===== config.mk =====
export PLATFORM = sky130hd
export DESIGN_NAME = cla_adder16
export DESIGN_NICKNAME = d
export VERILOG_FILES = /design/src/rtl/cla_pkg.sv /design/src/rtl/cla_bit_pg.sv /design/src/rtl/cla_lookahead.sv /design/src/rtl/cla_group.sv /design/src/rtl/cla_adder16.sv
export SDC_FILE = /design/constraint.sdc
export NUM_CORES = 1
export LEC_CHECK = 0
export ABC_CLOCK_PERIOD_IN_PS = 3500
export BUFFER_PORTS_ARGS = -buffer_cell sky130_fd_sc_hd__buf_2
export CAP_MARGIN = 0
export CORE_MARGIN = 2
export CORE_UTILIZATION = 45
export DETAILED_ROUTE_END_ITERATION = 8
export GPL_TIMING_DRIVEN = 0
export PLACE_DENSITY = 0.78
export SLEW_MARGIN = 20
export SYNTH_ARGS = -nofsm -noshare
export SYNTH_HDL_FRONTEND = slang
export SYNTH_SLANG_ARGS = --single-unit

===== constraint.sdc =====
create_clock -name vclk -period 3.5
set_input_delay 0.7 -clock vclk [all_inputs]
set_output_delay 0.7 -clock vclk [all_outputs]
set_load 0.1 [all_outputs]

===== src/rtl/cla_pkg.sv =====
package cla_pkg;
  localparam int unsigned GRP_W  = 4;
  localparam int unsigned N_GRP  = 4;
  localparam int unsigned DATA_W = GRP_W * N_GRP;
endpackage


===== src/rtl/cla_bit_pg.sv =====
module cla_bit_pg #(
  parameter int unsigned W = 4
) (
  input  logic [W-1:0] a_i,
  input  logic [W-1:0] b_i,
  output logic [W-1:0] gen_o,
  output logic [W-1:0] prop_o
);
  for (genvar k = 0; k < W; k++) begin : g_bit
    assign gen_o[k]  = a_i[k] & b_i[k];
    assign prop_o[k] = a_i[k] | b_i[k];
  end
endmodule


===== src/rtl/cla_lookahead.sv =====
// Flat sum-of-products carries; carry_o[k] is the carry into position k+1.
module cla_lookahead #(
  parameter int unsigned W = 4
) (
  input  logic [W-1:0] gen_i,
  input  logic [W-1:0] prop_i,
  input  logic         cin_i,
  output logic [W-1:0] carry_o,
  output logic         grp_p_o,
  output logic         grp_g_o
);
  always_comb begin
    for (int k = 0; k < W; k++) begin
      logic acc;
      logic chain;
      chain = cin_i;
      for (int m = 0; m <= k; m++) chain = chain & prop_i[m];
      acc = chain;
      for (int j = 0; j <= k; j++) begin
        logic term;
        term = gen_i[j];
        for (int m = j + 1; m <= k; m++) term = term & prop_i[m];
        acc = acc | term;
      end
      carry_o[k] = acc;
    end
  end

  always_comb begin
    logic acc;
    acc = 1'b0;
    for (int j = 0; j < W; j++) begin
      logic term;
      term = gen_i[j];
      for (int m = j + 1; m < W; m++) term = term & prop_i[m];
      acc = acc | term;
    end
    grp_g_o = acc;
    grp_p_o = &prop_i;
  end
endmodule


===== src/rtl/cla_group.sv =====
module cla_group #(
  parameter int unsigned W = 4
) (
  input  logic [W-1:0] a_i,
  input  logic [W-1:0] b_i,
  input  logic         cin_i,
  output logic [W-1:0] sum_o,
  output logic         cout_o,
  output logic         grp_p_o,
  output logic         grp_g_o
);
  logic [W-1:0] gen, prop, carry, cin_vec;

  cla_bit_pg #(.W(W)) u_pg (
    .a_i   (a_i),
    .b_i   (b_i),
    .gen_o (gen),
    .prop_o(prop)
  );

  cla_lookahead #(.W(W)) u_la (
    .gen_i  (gen),
    .prop_i (prop),
    .cin_i  (cin_i),
    .carry_o(carry),
    .grp_p_o(grp_p_o),
    .grp_g_o(grp_g_o)
  );

  if (W > 1) begin : g_vec
    assign cin_vec = {carry[W-2:0], cin_i};
  end else begin : g_one
    assign cin_vec = cin_i;
  end

  assign sum_o  = a_i ^ b_i ^ cin_vec;
  assign cout_o = carry[W-1];
endmodule


===== src/rtl/cla_adder16.sv =====
module cla_adder16
  import cla_pkg::*;
#(
  parameter int unsigned GW = GRP_W,
  parameter int unsigned NG = N_GRP,
  localparam int unsigned DW = GW * NG
) (
  input  logic [DW-1:0] a_i,
  input  logic [DW-1:0] b_i,
  input  logic          c_i,
  output logic [DW-1:0] sum_o,
  output logic          c_o,
  output logic          p_o,
  output logic          g_o
);
  logic [NG-1:0] grp_p, grp_g, grp_cout, lvl2_carry, grp_cin;

  cla_lookahead #(.W(NG)) u_lvl2 (
    .gen_i  (grp_g),
    .prop_i (grp_p),
    .cin_i  (c_i),
    .carry_o(lvl2_carry),
    .grp_p_o(p_o),
    .grp_g_o(g_o)
  );

  if (NG > 1) begin : g_cin
    assign grp_cin = {lvl2_carry[NG-2:0], c_i};
  end else begin : g_cin1
    assign grp_cin = c_i;
  end

  for (genvar q = 0; q < NG; q++) begin : g_grp
    cla_group #(.W(GW)) u_grp (
      .a_i    (a_i[q*GW +: GW]),
      .b_i    (b_i[q*GW +: GW]),
      .cin_i  (grp_cin[q]),
      .sum_o  (sum_o[q*GW +: GW]),
      .cout_o (grp_cout[q]),
      .grp_p_o(grp_p[q]),
      .grp_g_o(grp_g[q])
    );
  end

  assign c_o = lvl2_carry[NG-1];
endmodule


==> metrics.csv <==
stage;metric;value;unit
die;design.core.area;2255;µm²
final_layout;seq_cells;0;
power;static-leakage-power;0.8863;nW
detailed_routing;vias;1095;
global_routing;antenna_found_initial;0;
setup_path;cp_data_arrival_time;2.72;ns
die;die_area;2831;µm²
setup_path;timing_worst_setup_path_type;input port to output pin;
global_routing;track_usage;18.10;%
placement;placed_cells_incl_taps;223;
setup_path;timing.critical_path.slowest_cell_delay;0.38;ns
sta;tightest_slew;0.4732;ns
setup_path;cp_top_family;buffers and inverters;
final_layout;antenna-diode-count;0;
synth;mappedNetlistNets;212;
status;run_status;completed;
detailed_routing;initialDrtViolationCount;6;
setup_path;cp_slowest_cell;fa_2;
synth;yosys.area.top_type;ha_1;
die;num_rows;17;
power;comb_power_share;100.0;%
synth;netlist_instances;143;
detailed_routing;detail_route.wl_per_cell;11.26;µm
die;starting_density;48.34;%
detailed_routing;routed_wire_length;2534;µm
final_layout;layout.clock_buffers;0;
synth;yosysWarnings;0;
die;boundaryPins;52;
detailed_routing;antenna_violating_nets_left;0;
final_layout;post_layout_nonfiller_instances;225;
power;total_power;0.0006135;W
sta;slew-limit-headroom;68.18;%
setup_path;buffering_stage_count_on_the_worst_path_with_inverters_included;5;
global_routing;via_count_of_the_first_global_routing_pass;1092;
detailed_routing;drc_errors;0;
global_routing;globalRoute.totalOverflow;0;
sta;final_critical_path_setup_slack;0.07848;ns
power;net_load_switching_power;0.0004576;W
power;pwr_density_cell;380.1;nW/µm²
synth;yosysUniqueCellTypes;30;
setup_path;critPathMaxFanout;5;
final_layout;commonest_cells_after_routing_fill_and_taps_aside;buf_2 (45), inv_1 (42), ha_1 (30), nand2_1 (7);
sta;timing.final.setup_violations;0;
setup_path;cp-end-kind;output pin;
final_layout;final_area;1614;µm²
sta;finalWorstPathRequiredPeriod;3.422;ns
power;p_int;0.0001559;W
job;max_cap_viol_count;0;
power;ir_worst_vdd;0.3004;mV
setup_path;crit_path_cell_trace;buf_2 -> inv_1 -> ha_1 -> inv_1 -> a21oi_2 -> nand3_1 -> a21oi_4 -> inv_1 -> fa_2 -> xor2_4 -> buf_4;
setup_path;worst_ep_required_time;2.80;ns
setup_path;worstSetupStartpointType;input port;
min_path;min_path_type;input port to output pin;
placement;dpl.hpwl;2166;µm
synth;seq_area_frac_synth;0;%
setup_path;critical-path-top-cell-by-count;inv_1;
power;pwr-share-seq;0;%
final_layout;final_core_utilization;71.59;%
synth;synth.top_cells.by_area;ha_1 (37%), inv_1 (15%), fa_1 (7.3%);
placement;io_buffers;52;
final_layout;area.growth.synth_to_final;48.11;%
die;die_y;53.21;µm
detailed_routing;drtPass1Iterations;4;
die;die-width;53.21;µm
final_layout;ff_latch_area;0;µm²
final_layout;post_route_cells_drive_above_1_share;43.15;%
power;netSwitchingFraction;74.59;%
global_routing;grt_start_max_net_pins;6;
synth;synth_area;1090;µm²
synth;synthesis.area_per_instance;7.621;µm²
detailed_routing;detail_route.vias_per_cell;4.867;
power;power.share.clock;0;%
placement;detailed_place.area;1484;µm²
sta;fmax_achieved;292.3;MHz
final_layout;net_count_of_the_finished_layout;268;
placement;global_placer_s_final_weighted_congestion;0.8227;
synth;post-synth-top-area-fraction;36.74;%
final_layout;fillerInstances;181;
final_layout;mostFrequentLayoutCell;buf_2;
sta;finalHoldViolCount;0;
sta;layout_worst_path_cycle_share;97.76;%
global_routing;first_pass_grt_wire_length;4057;µm
placement;place_ws;-0.3037;ns
sta;timing.final.max_slew_violations;0;
[cell families (layout without fill, tap and decap cells)]
kind of cell    after synthesis  after routing  synth area share (%)
buf+inv                      43             97                 14.81
simple gates                 24             24                 14.24
xor+xnor                     11             11                 8.841
compound gates               28             28                 17.11
mux                           1              1                0.9185
fa+ha+maj                    36             36                 44.09
[through the flow]
step | hold slack, ns | TNS [ns]
after CTS | 1.989 | -0.04320
after global placement | 2.009 | -0.7067
after floorplan | 1.849 | -0.3072
after global routing | 1.957 | -0.01346
final | 1.940 | 0
after detailed placement | 2.027 | -0.9507
[per-layer routing]
layer	share of wire [%]	track usage [%]	up-vias
met5	0	0	-
met4	0	0	0
met1	37	18.94	510
met3	5.1	0.5650	0
li1	-	-	556
met2	58	40.12	29
[cells in the mapped netlist, drive strengths merged]
cell type and n:
nor4b 1, mux2i 1, xor2 8, nand3 2
nor2 6, o21ai 4, xnor2 3, a21oi 11
o21a 1, o21bai 2, nor2b 1, fa 4
o31ai 3, ha 32, o22ai 1, o21ba 1
inv 43, a31oi 2, or2 2, a311oi 1
nor3b 1, nand2 7, nor4 4, a211oi 2
[layout make-up]
class              instances  area, µm²  area share (%)
repair buffers            54      317.8           19.69
inverters                 43      161.4           10.00
multi-input cells        100       1100           68.14
well taps                 28      35.03           2.171
[power groups by stage]
stage	sequential, W	combinational, W	clock [W]
after floorplan	0	0.000486	0
after global placement	0	0.000553	0
after detailed placement	0	0.000562	0
after CTS	0	0.000578	0
after global routing	0	0.000644	0
final	0	0.000614	0
[path summary, 6_finish.rpt]
path / startpoint / endpoint / cells past startpoint
worst max-delay path: a_i[3] / sum_o[9] / 11
worst min-delay path: b_i[12] / sum_o[12] / 3
[repair_timing]
action / 4_1_cts / 5_1_grt
endpoints found under the setup margin: 6 / 8
hold buffers: 0 / 0
setup buffers: 0 / 2
gates resized for setup: 9 / 20
pin swaps: 1 / 4
endpoints found under the hold margin: 0 / 0
No activity file was read; power rests on OpenSTA's default activity.
